==> src/rtl/rdl_pkg.sv <==
package rdl_pkg;

  localparam int CODE_W    = 3;
  localparam int ADDR_W    = 4;
  localparam int LEN_W     = 4;
  localparam int DATA_W    = 16;
  localparam int NDEV      = 3;
  localparam int HDR_BITS  = CODE_W + 1 + ADDR_W;
  localparam int FRAME_MAX = HDR_BITS + DATA_W;
  localparam int BIT_W     = $clog2(FRAME_MAX);

  localparam logic [CODE_W-1:0] CODE_AFE_A = 3'b001;
  localparam logic [CODE_W-1:0] CODE_AFE_B = 3'b010;
  localparam logic [CODE_W-1:0] CODE_TMG   = 3'b011;

  // One default write: target code, register address, data length - 1, value.
  typedef struct packed {
    logic [CODE_W-1:0] code;
    logic [ADDR_W-1:0] addr;
    logic [LEN_W-1:0]  len_m1;
    logic [DATA_W-1:0] data;
  } entry_t;

  typedef enum logic [1:0] {ST_IDLE, ST_FRAME, ST_GAP, ST_DONE} state_t;

  // Device code owning each load lane.
  function automatic logic [CODE_W-1:0] lane_code(int lane);
    case (lane)
      0:       return CODE_TMG;
      1:       return CODE_AFE_A;
      default: return CODE_AFE_B;
    endcase
  endfunction

endpackage

==> src/rtl/rdl_sync.sv <==
module rdl_sync #(
  parameter int STAGES = 2
) (
  input  logic clk,
  input  logic rst_n,
  input  logic d,
  output logic q
);

  logic [STAGES-1:0] ff_q;
  logic [STAGES-1:0] ff_d;

  always_comb begin
    ff_d = {ff_q[STAGES-2:0], d};
  end

  always_ff @(posedge clk or negedge rst_n) begin
    if (!rst_n) begin
      ff_q <= '0;
    end else begin
      ff_q <= ff_d;
    end
  end

  assign q = ff_q[STAGES-1];

endmodule

==> src/rtl/rdl_baud.sv <==
module rdl_baud #(
  parameter int HALF = 2
) (
  input  logic clk,
  input  logic rst_n,
  input  logic en,
  output logic tick
);

  localparam int PH_W = (HALF > 1) ? $clog2(HALF) : 1;
  localparam logic [PH_W-1:0] PH_LAST = PH_W'(HALF - 1);

  logic [PH_W-1:0] ph_q;
  logic [PH_W-1:0] ph_d;

  assign tick = en && (ph_q == PH_LAST);

  always_comb begin
    if (!en || tick) begin
      ph_d = '0;
    end else begin
      ph_d = ph_q + PH_W'(1);
    end
  end

  always_ff @(posedge clk or negedge rst_n) begin
    if (!rst_n) begin
      ph_q <= '0;
    end else begin
      ph_q <= ph_d;
    end
  end

  AST_PHASE_BOUNDED: assert property (@(posedge clk) disable iff (!rst_n)
    !en |=> (ph_q == '0));

endmodule

==> src/rtl/rdl_framer.sv <==
module rdl_framer
  import rdl_pkg::*;
(
  input  entry_t             ent,
  input  logic [BIT_W-1:0]   bit_idx,
  output logic               tx_bit,
  output logic [NDEV-1:0]    lane_load_n,
  output logic               frame_last
);

  logic                  is_tmg;
  logic [ADDR_W-1:0]     addr_tx;
  logic [FRAME_MAX-1:0]  fvec;

  assign is_tmg = (ent.code == CODE_TMG);

  // Front ends take three address bits; the top slot carries the test bit (0).
  assign addr_tx = is_tmg ? ent.addr : {1'b0, ent.addr[ADDR_W-2:0]};

  // Transmit order from bit 0 upward: code MSB first, write flag, address, data.
  assign fvec = {ent.data, addr_tx, 1'b0, ent.code[0], ent.code[1], ent.code[2]};

  assign tx_bit     = fvec[bit_idx];
  assign frame_last = (bit_idx == (BIT_W'(HDR_BITS) + BIT_W'(ent.len_m1)));

  for (genvar g = 0; g < NDEV; g++) begin : g_lane
    localparam logic [CODE_W-1:0] LANE_CODE = lane_code(g);
    assign lane_load_n[g] = (ent.code != LANE_CODE);
  end

endmodule

==> src/rtl/rdl_seq.sv <==
module rdl_seq
  import rdl_pkg::*;
#(
  parameter int N_ENT   = 6,
  parameter int GAP_CYC = 8,
  parameter int IDX_W   = 3
) (
  input  logic              clk,
  input  logic              rst_n,
  input  logic              run,
  input  logic              tick,
  input  logic              frame_last,
  output state_t            state,
  output logic [IDX_W-1:0]  idx,
  output logic [BIT_W-1:0]  bit_idx,
  output logic              hi
);

  localparam int GAP_W = (GAP_CYC > 1) ? $clog2(GAP_CYC) : 1;
  localparam logic [GAP_W-1:0] GAP_LAST = GAP_W'(GAP_CYC - 1);
  localparam logic [IDX_W-1:0] IDX_LAST = IDX_W'(N_ENT - 1);

  state_t            state_q, state_d;
  logic [IDX_W-1:0]  idx_q, idx_d;
  logic [BIT_W-1:0]  bit_q, bit_d;
  logic              hi_q, hi_d;
  logic [GAP_W-1:0]  gap_q, gap_d;
  logic              bit_en;
  logic              gap_en;

  // Clock enables: bit position moves only on a baud tick, gap counter only in the gap.
  assign bit_en = (state_q == ST_FRAME) && tick;
  assign gap_en = (state_q == ST_GAP);

  always_comb begin
    state_d = state_q;
    idx_d   = idx_q;
    bit_d   = bit_q;
    hi_d    = hi_q;
    gap_d   = gap_q;
    if (!run) begin
      state_d = ST_IDLE;
      idx_d   = '0;
      bit_d   = '0;
      hi_d    = 1'b0;
      gap_d   = '0;
    end else begin
      unique case (state_q)
        ST_IDLE: begin
          state_d = ST_FRAME;
        end
        ST_FRAME: begin
          if (bit_en) begin
            if (!hi_q) begin
              hi_d = 1'b1;
            end else begin
              hi_d = 1'b0;
              if (frame_last) begin
                bit_d   = '0;
                gap_d   = '0;
                state_d = ST_GAP;
              end else begin
                bit_d = bit_q + BIT_W'(1);
              end
            end
          end
        end
        ST_GAP: begin
          if (gap_en) begin
            if (gap_q == GAP_LAST) begin
              gap_d = '0;
              if (idx_q == IDX_LAST) begin
                state_d = ST_DONE;
              end else begin
                idx_d   = idx_q + IDX_W'(1);
                state_d = ST_FRAME;
              end
            end else begin
              gap_d = gap_q + GAP_W'(1);
            end
          end
        end
        ST_DONE: begin
          state_d = ST_DONE;
        end
      endcase
    end
  end

  always_ff @(posedge clk or negedge rst_n) begin
    if (!rst_n) begin
      state_q <= ST_IDLE;
      idx_q   <= '0;
      bit_q   <= '0;
      hi_q    <= 1'b0;
      gap_q   <= '0;
    end else begin
      state_q <= state_d;
      idx_q   <= idx_d;
      bit_q   <= bit_d;
      hi_q    <= hi_d;
      gap_q   <= gap_d;
    end
  end

  assign state   = state_q;
  assign idx     = idx_q;
  assign bit_idx = bit_q;
  assign hi      = hi_q;

  AST_GAP_FULL: assert property (@(posedge clk) disable iff (!rst_n)
    (state_q == ST_FRAME) && ($past(state_q) == ST_GAP) |-> ($past(gap_q) == GAP_LAST));
  AST_DONE_HOLD: assert property (@(posedge clk) disable iff (!rst_n)
    (state_q == ST_DONE) && run |=> (state_q == ST_DONE));
  AST_IDX_RANGE: assert property (@(posedge clk) disable iff (!rst_n)
    idx_q <= IDX_LAST);
  AST_BIT_RANGE: assert property (@(posedge clk) disable iff (!rst_n)
    (state_q == ST_FRAME) |-> (bit_q < BIT_W'(FRAME_MAX)));

endmodule

==> src/rtl/reg_default_loader.sv <==
module reg_default_loader
  import rdl_pkg::*;
#(
  parameter int HALF    = 2,
  parameter int GAP_PER = 2,
  parameter int N_ENT   = 6,
  parameter entry_t [N_ENT-1:0] TABLE = {
    {3'b010, 4'd5,  4'd5,  16'h0015},
    {3'b010, 4'd13, 4'd11, 16'hF0F3},
    {3'b001, 4'd7,  4'd0,  16'h0001},
    {3'b001, 4'd3,  4'd9,  16'h02C5},
    {3'b011, 4'd10, 4'd15, 16'hBEEF},
    {3'b011, 4'd0,  4'd7,  16'h005A}
  }
) (
  input  logic            clk,
  input  logic            rst_n,
  input  logic            por_done,
  input  logic            ext_sclk,
  input  logic            ext_sdata,
  input  logic [2:0]      ext_load_n,
  output logic            sclk,
  output logic            sdata,
  output logic [2:0]      load_n,
  output logic            done
);

  localparam int GAP_CYC = 2 * HALF * GAP_PER;
  localparam int IDX_W   = (N_ENT > 1) ? $clog2(N_ENT) : 1;

  logic              run;
  logic              tick;
  state_t            state;
  logic [IDX_W-1:0]  idx;
  logic [BIT_W-1:0]  bit_idx;
  logic              hi;
  entry_t            cur;
  logic              fr_bit;
  logic [NDEV-1:0]   fr_load_n;
  logic              frame_last;

  logic              sclk_d;
  logic              sdata_d;
  logic [NDEV-1:0]   load_d;
  logic              done_d;

  rdl_sync #(.STAGES(2)) u_sync (
    .clk   (clk),
    .rst_n (rst_n),
    .d     (por_done),
    .q     (run)
  );

  rdl_baud #(.HALF(HALF)) u_baud (
    .clk   (clk),
    .rst_n (rst_n),
    .en    (state == ST_FRAME),
    .tick  (tick)
  );

  rdl_seq #(
    .N_ENT   (N_ENT),
    .GAP_CYC (GAP_CYC),
    .IDX_W   (IDX_W)
  ) u_seq (
    .clk        (clk),
    .rst_n      (rst_n),
    .run        (run),
    .tick       (tick),
    .frame_last (frame_last),
    .state      (state),
    .idx        (idx),
    .bit_idx    (bit_idx),
    .hi         (hi)
  );

  assign cur = TABLE[idx];

  rdl_framer u_framer (
    .ent         (cur),
    .bit_idx     (bit_idx),
    .tx_bit      (fr_bit),
    .lane_load_n (fr_load_n),
    .frame_last  (frame_last)
  );

  // Output select: own frame, idle lines, or forwarded external port.
  always_comb begin
    sclk_d  = 1'b1;
    sdata_d = 1'b0;
    load_d  = '1;
    done_d  = 1'b0;
    unique case (state)
      ST_FRAME: begin
        sclk_d  = hi;
        sdata_d = fr_bit;
        load_d  = fr_load_n;
      end
      ST_DONE: begin
        sclk_d  = ext_sclk;
        sdata_d = ext_sdata;
        load_d  = ext_load_n;
        done_d  = 1'b1;
      end
      default: begin
        sclk_d  = 1'b1;
        sdata_d = 1'b0;
        load_d  = '1;
        done_d  = 1'b0;
      end
    endcase
  end

  always_ff @(posedge clk or negedge rst_n) begin
    if (!rst_n) begin
      sclk   <= 1'b1;
      sdata  <= 1'b0;
      load_n <= '1;
      done   <= 1'b0;
    end else begin
      sclk   <= sclk_d;
      sdata  <= sdata_d;
      load_n <= load_d;
      done   <= done_d;
    end
  end

  AST_ONE_LOAD: assert property (@(posedge clk) disable iff (!rst_n)
    !done |-> $onehot0(~load_n));
  AST_DATA_ON_FALL: assert property (@(posedge clk) disable iff (!rst_n)
    !done && !(&load_n) && !$past(&load_n) && $changed(sdata) |-> $fell(sclk));
  AST_IDLE_LINES: assert property (@(posedge clk) disable iff (!rst_n)
    !done && (&load_n) |-> sclk && !sdata);

endmodule

==> config.mk <==
export PLATFORM = sky130hd
export DESIGN_NAME = reg_default_loader
export DESIGN_NICKNAME = d
export VERILOG_FILES = /design/src/rtl/rdl_pkg.sv /design/src/rtl/rdl_sync.sv /design/src/rtl/rdl_baud.sv /design/src/rtl/rdl_framer.sv /design/src/rtl/rdl_seq.sv /design/src/rtl/reg_default_loader.sv
export SDC_FILE = /design/constraint.sdc
export NUM_CORES = 1
export LEC_CHECK = 0
export CORE_ASPECT_RATIO = 0.9
export CORE_MARGIN = 5
export CORE_UTILIZATION = 55
export DETAILED_ROUTE_END_ITERATION = 8
export DONT_BUFFER_PORTS = 1
export GPL_ROUTABILITY_DRIVEN = 0
export PLACE_DENSITY = 0.7
export REMOVE_ABC_BUFFERS = 1
export SYNTH_ARGS = -nofsm -noshare
export SYNTH_HDL_FRONTEND = slang
export SYNTH_SLANG_ARGS = --single-unit
==> constraint.sdc <==
create_clock -name clk -period 2.3 [get_ports clk]
set_input_delay 0.115 -clock clk [delete_from_list [all_inputs] [get_ports clk]]
set_output_delay 0.115 -clock clk [all_outputs]
set_load 0.01 [all_outputs]
==> results.sh <==
export IMPL_route_antenna_remaining_nets=0
export IMPL_synth_top_area_share_pct=31.0
export IMPL_clk_pin_slew_worst_paths_ns=0.13
export IMPL_status="finished, final reports clean"
export IMPL_avgSynthCellArea_um2=9.24
export IMPL_p_leak_uw=0.000720
export IMPL_root_buffer="clkbuf_4"
export IMPL_grt_pass1_vias=1176
export IMPL_synth_cell_area_mm2=0.00153
export IMPL_antenna_cells=0
export IMPL_setup_viol=0
export IMPL_p_sw_uw=188
export IMPL_synthCells=166
export IMPL_rsz0062_at_grt="false"
export IMPL_tightest_slew_ns=1.06
export IMPL_htree_levels=1
export IMPL_hold_viol=0
export IMPL_clock_sinks=23
export IMPL_via_count=1256
export IMPL_ys_ff_latch=23
export IMPL_critPathMaxStageDelay_ns=0.46
export IMPL_hold_ws_ns=0.00742
export IMPL_clk_latency_ns=0.32
export IMPL_grtUsageTotal_pct=17.8
export IMPL_drive_gt1_share_pct=12.6
export IMPL_cts_resized=0
export IMPL_die_x_um=65.7
export IMPL_yosysTopAreaCell="dfrtp_1"
export IMPL_fmax_mhz=453
export IMPL_wl_um=3260
export IMPL_antenna_found_initial=0
export IMPL_path_max_fanout=6
export IMPL_cp_arrival_ns=2.42
export IMPL_start_util_pct=56.8
export IMPL_max_cap_violations=0
export IMPL_startpoint_type="flip-flop"
export IMPL_total_power_uw=713
export IMPL_ys_top_cells_by_area="dfrtp_1 (31%), ha_1 (7.3%), dfstp_2 (6.9%)"
export IMPL_ys_types=45
export IMPL_drt_pre_antenna_iters=5
export IMPL_synth_most_common_cell="dfrtp_1"
export IMPL_clock_skew_ns=0.00870
export IMPL_cts_buffer_depth=2
export IMPL_io_buffers=0
export IMPL_p_seq_share_pct=63.3
export IMPL_pwr_share_comb_pct=9.5
export IMPL_final_area_mm2=0.00167
export IMPL_crit_chain="inv_1 -> ha_1 -> nand2b_4 -> a22oi_2 -> a311oi_4 -> buf_4 -> a21oi_1 -> a311o_1"
export IMPL_area_growth_syn_to_layout_pct=8.56
export IMPL_cts_made_buffers=3
export IMPL_io_pins=14
export IMPL_yosysWarnings=0
export IMPL_cts_tree="built"
export IMPL_peakVddDrop_uv=380
export IMPL_die_h_um=60.1
export IMPL_nets=192
export IMPL_crit_path_top_delay_cell="dfrtp_1"
export IMPL_drcViolationCount=0
export IMPL_grt_pass1_wl_um=5440
export IMPL_finalCritPeriodShare_pct=95.9
export IMPL_critPathKind="flip-flop to flip-flop"
export IMPL_final_core_util_pct=61.6
export IMPL_hp_class="primary input to flip-flop"
export IMPL_required_ns=2.51
export IMPL_end_kind="flip-flop"
export IMPL_die_area_mm2=0.00395
export IMPL_grt_max_degree=24
export IMPL_core_area_mm2=0.00270
export IMPL_overflow=0
export IMPL_async_reset_ff_share_pct=100
export IMPL_ys_seq_area_share_pct=37.8
export IMPL_nFillCells=216
export IMPL_relSlewSlack_pct=29.1
export IMPL_period_minus_slack_ns=2.21
export IMPL_row_count=18
export IMPL_synth_enable_flop_cells=0
export IMPL_netlist_top_cells_count="dfrtp_1 (19), nand2_1 (15), a21oi_1 (11), nor2_1 (11)"
export IMPL_dpl_cell_area_mm2=0.00156
export IMPL_ys_flop_type="dfrtp_1"
export IMPL_internal_power_uw=525
export IMPL_drtIter0Drc=129
export IMPL_powerDensity_mw_per_mm2=428
export IMPL_clockPowerShare_pct=27.2
export IMPL_wl_per_cell_um=16.0
export IMPL_vias_per_cell=6.16
export IMPL_maxSlewViolCount=0
export IMPL_swShare_pct=26.4
export IMPL_tns_ns=0
export IMPL_hpwl_um=2330
==> layer usage <==
metal  wire [um]  global-route usage, %
met5           0                      0
met4           0                   2.37
met3         192                   4.32
met2        1520                   28.9
met1        1540                   24.7
==> power groups by stage <==
stage                     clock network, uW  registers, uW  logic, uW
after floorplan                           0            452       42.3
after global placement                    0            458       49.6
after detailed placement                  0            458       51.9
after CTS                               195            451       68.3
after global routing                    213            454       76.7
final                                   194            451       67.8
==> cells in the final DEF, fill, tap and decap left out, types with 2 or more instances in the layout <==
master         synthesis  final
dfrtp_1               19     19
nand2_1               15     15
a21oi_1               11     11
nor2_1                11     11
o21ai_0                9      9
ha_1                   9      9
inv_1                  8      8
nand3_1                7      7
buf_4                  1      7
mux2i_1                6      6
nor2b_1                6      6
dlygate4sd3_1          0      6
nand2b_1               5      5
dfstp_2                4      4
nand3b_1               3      3
a211oi_1               3      3
a31oi_1                3      3
xnor2_1                3      3
o2bb2ai_1              3      3
clkbuf_4               0      3
and2_1                 2      2
a221oi_1               2      2
o211ai_1               2      2
and3_1                 2      2
nor3_1                 2      2
and3b_1                2      2
a221o_1                2      2
==> cells by family after synthesis <==
family | share of synthesized area (%)
AO/OA/AOI/OAI | 22.6
AND/OR/NAND/NOR | 20.7
buffers and inverters | 5.14
flip-flops | 37.8
multiplexers | 4.65
adder cells (fa/ha/maj) | 7.34
XOR/XNOR | 1.71
==> cell type report <==
class | count | area (um^2) | area share, %
inverter | 9 | 33.8 | 2.03
timing repair buffer | 13 | 113 | 6.76
clock buffer | 4 | 26.3 | 1.58
tap | 30 | 37.5 | 2.25
multi-input combinational | 125 | 875 | 52.5
sequential | 23 | 581 | 34.9
==> final timing paths <==
path                                     start                to  slack (ns)  cells after the start
worst min register to register  u_sync.ff_q[0]    u_sync.ff_q[1]        0.36                      0
worst max-delay path              u_seq.idx[0]  u_seq.bit_idx[2]        0.09                      8
min in group asynchronous                rst_n             sdata        0.42                      1
worst min-delay path                 ext_sdata             sdata       0.007                      2
max in group asynchronous                rst_n  u_seq.bit_idx[2]        1.24                      1
worst max register to register    u_seq.idx[0]  u_seq.bit_idx[2]        0.09                      8
==> state kept, by name, indices dropped and copies added, names as in the netlist, 2 cells and up <==
signal,flops
u_seq.idx,3
u_seq.gap_q,3
u_sync.ff_q,2
load_n,3
u_seq.bit_idx,5
u_seq.state,2
==> critical path: cells and delay by family, from the launching register on <==
| kind | cells | cell delay, ns |
|---|---|---|
| flip-flops | 1 | 0.46 |
| AND/OR/NAND/NOR | 1 | 0.12 |
| adder cells (fa/ha/maj) | 1 | 0.41 |
| AO/OA/AOI/OAI | 4 | 0.78 |
| buffers and inverters | 2 | 0.33 |
==> stage by stage <==
step	worst slack [ns]	std cells
CTS	0.0290	202
floorplan	0.278	157
finish	0.0944	204
global placement	0.189	192
detailed placement	0.0568	192
global route	0.0190	204
==> repair_timing <==
item / 4_1_cts / 5_1_grt
hold buffers: 6 / 0
endpoints found under the setup margin: 0 / 5
endpoints found under the hold margin: 28 / 0
setup buffers: 0 / 2
(Power assumes the default switching activity.)
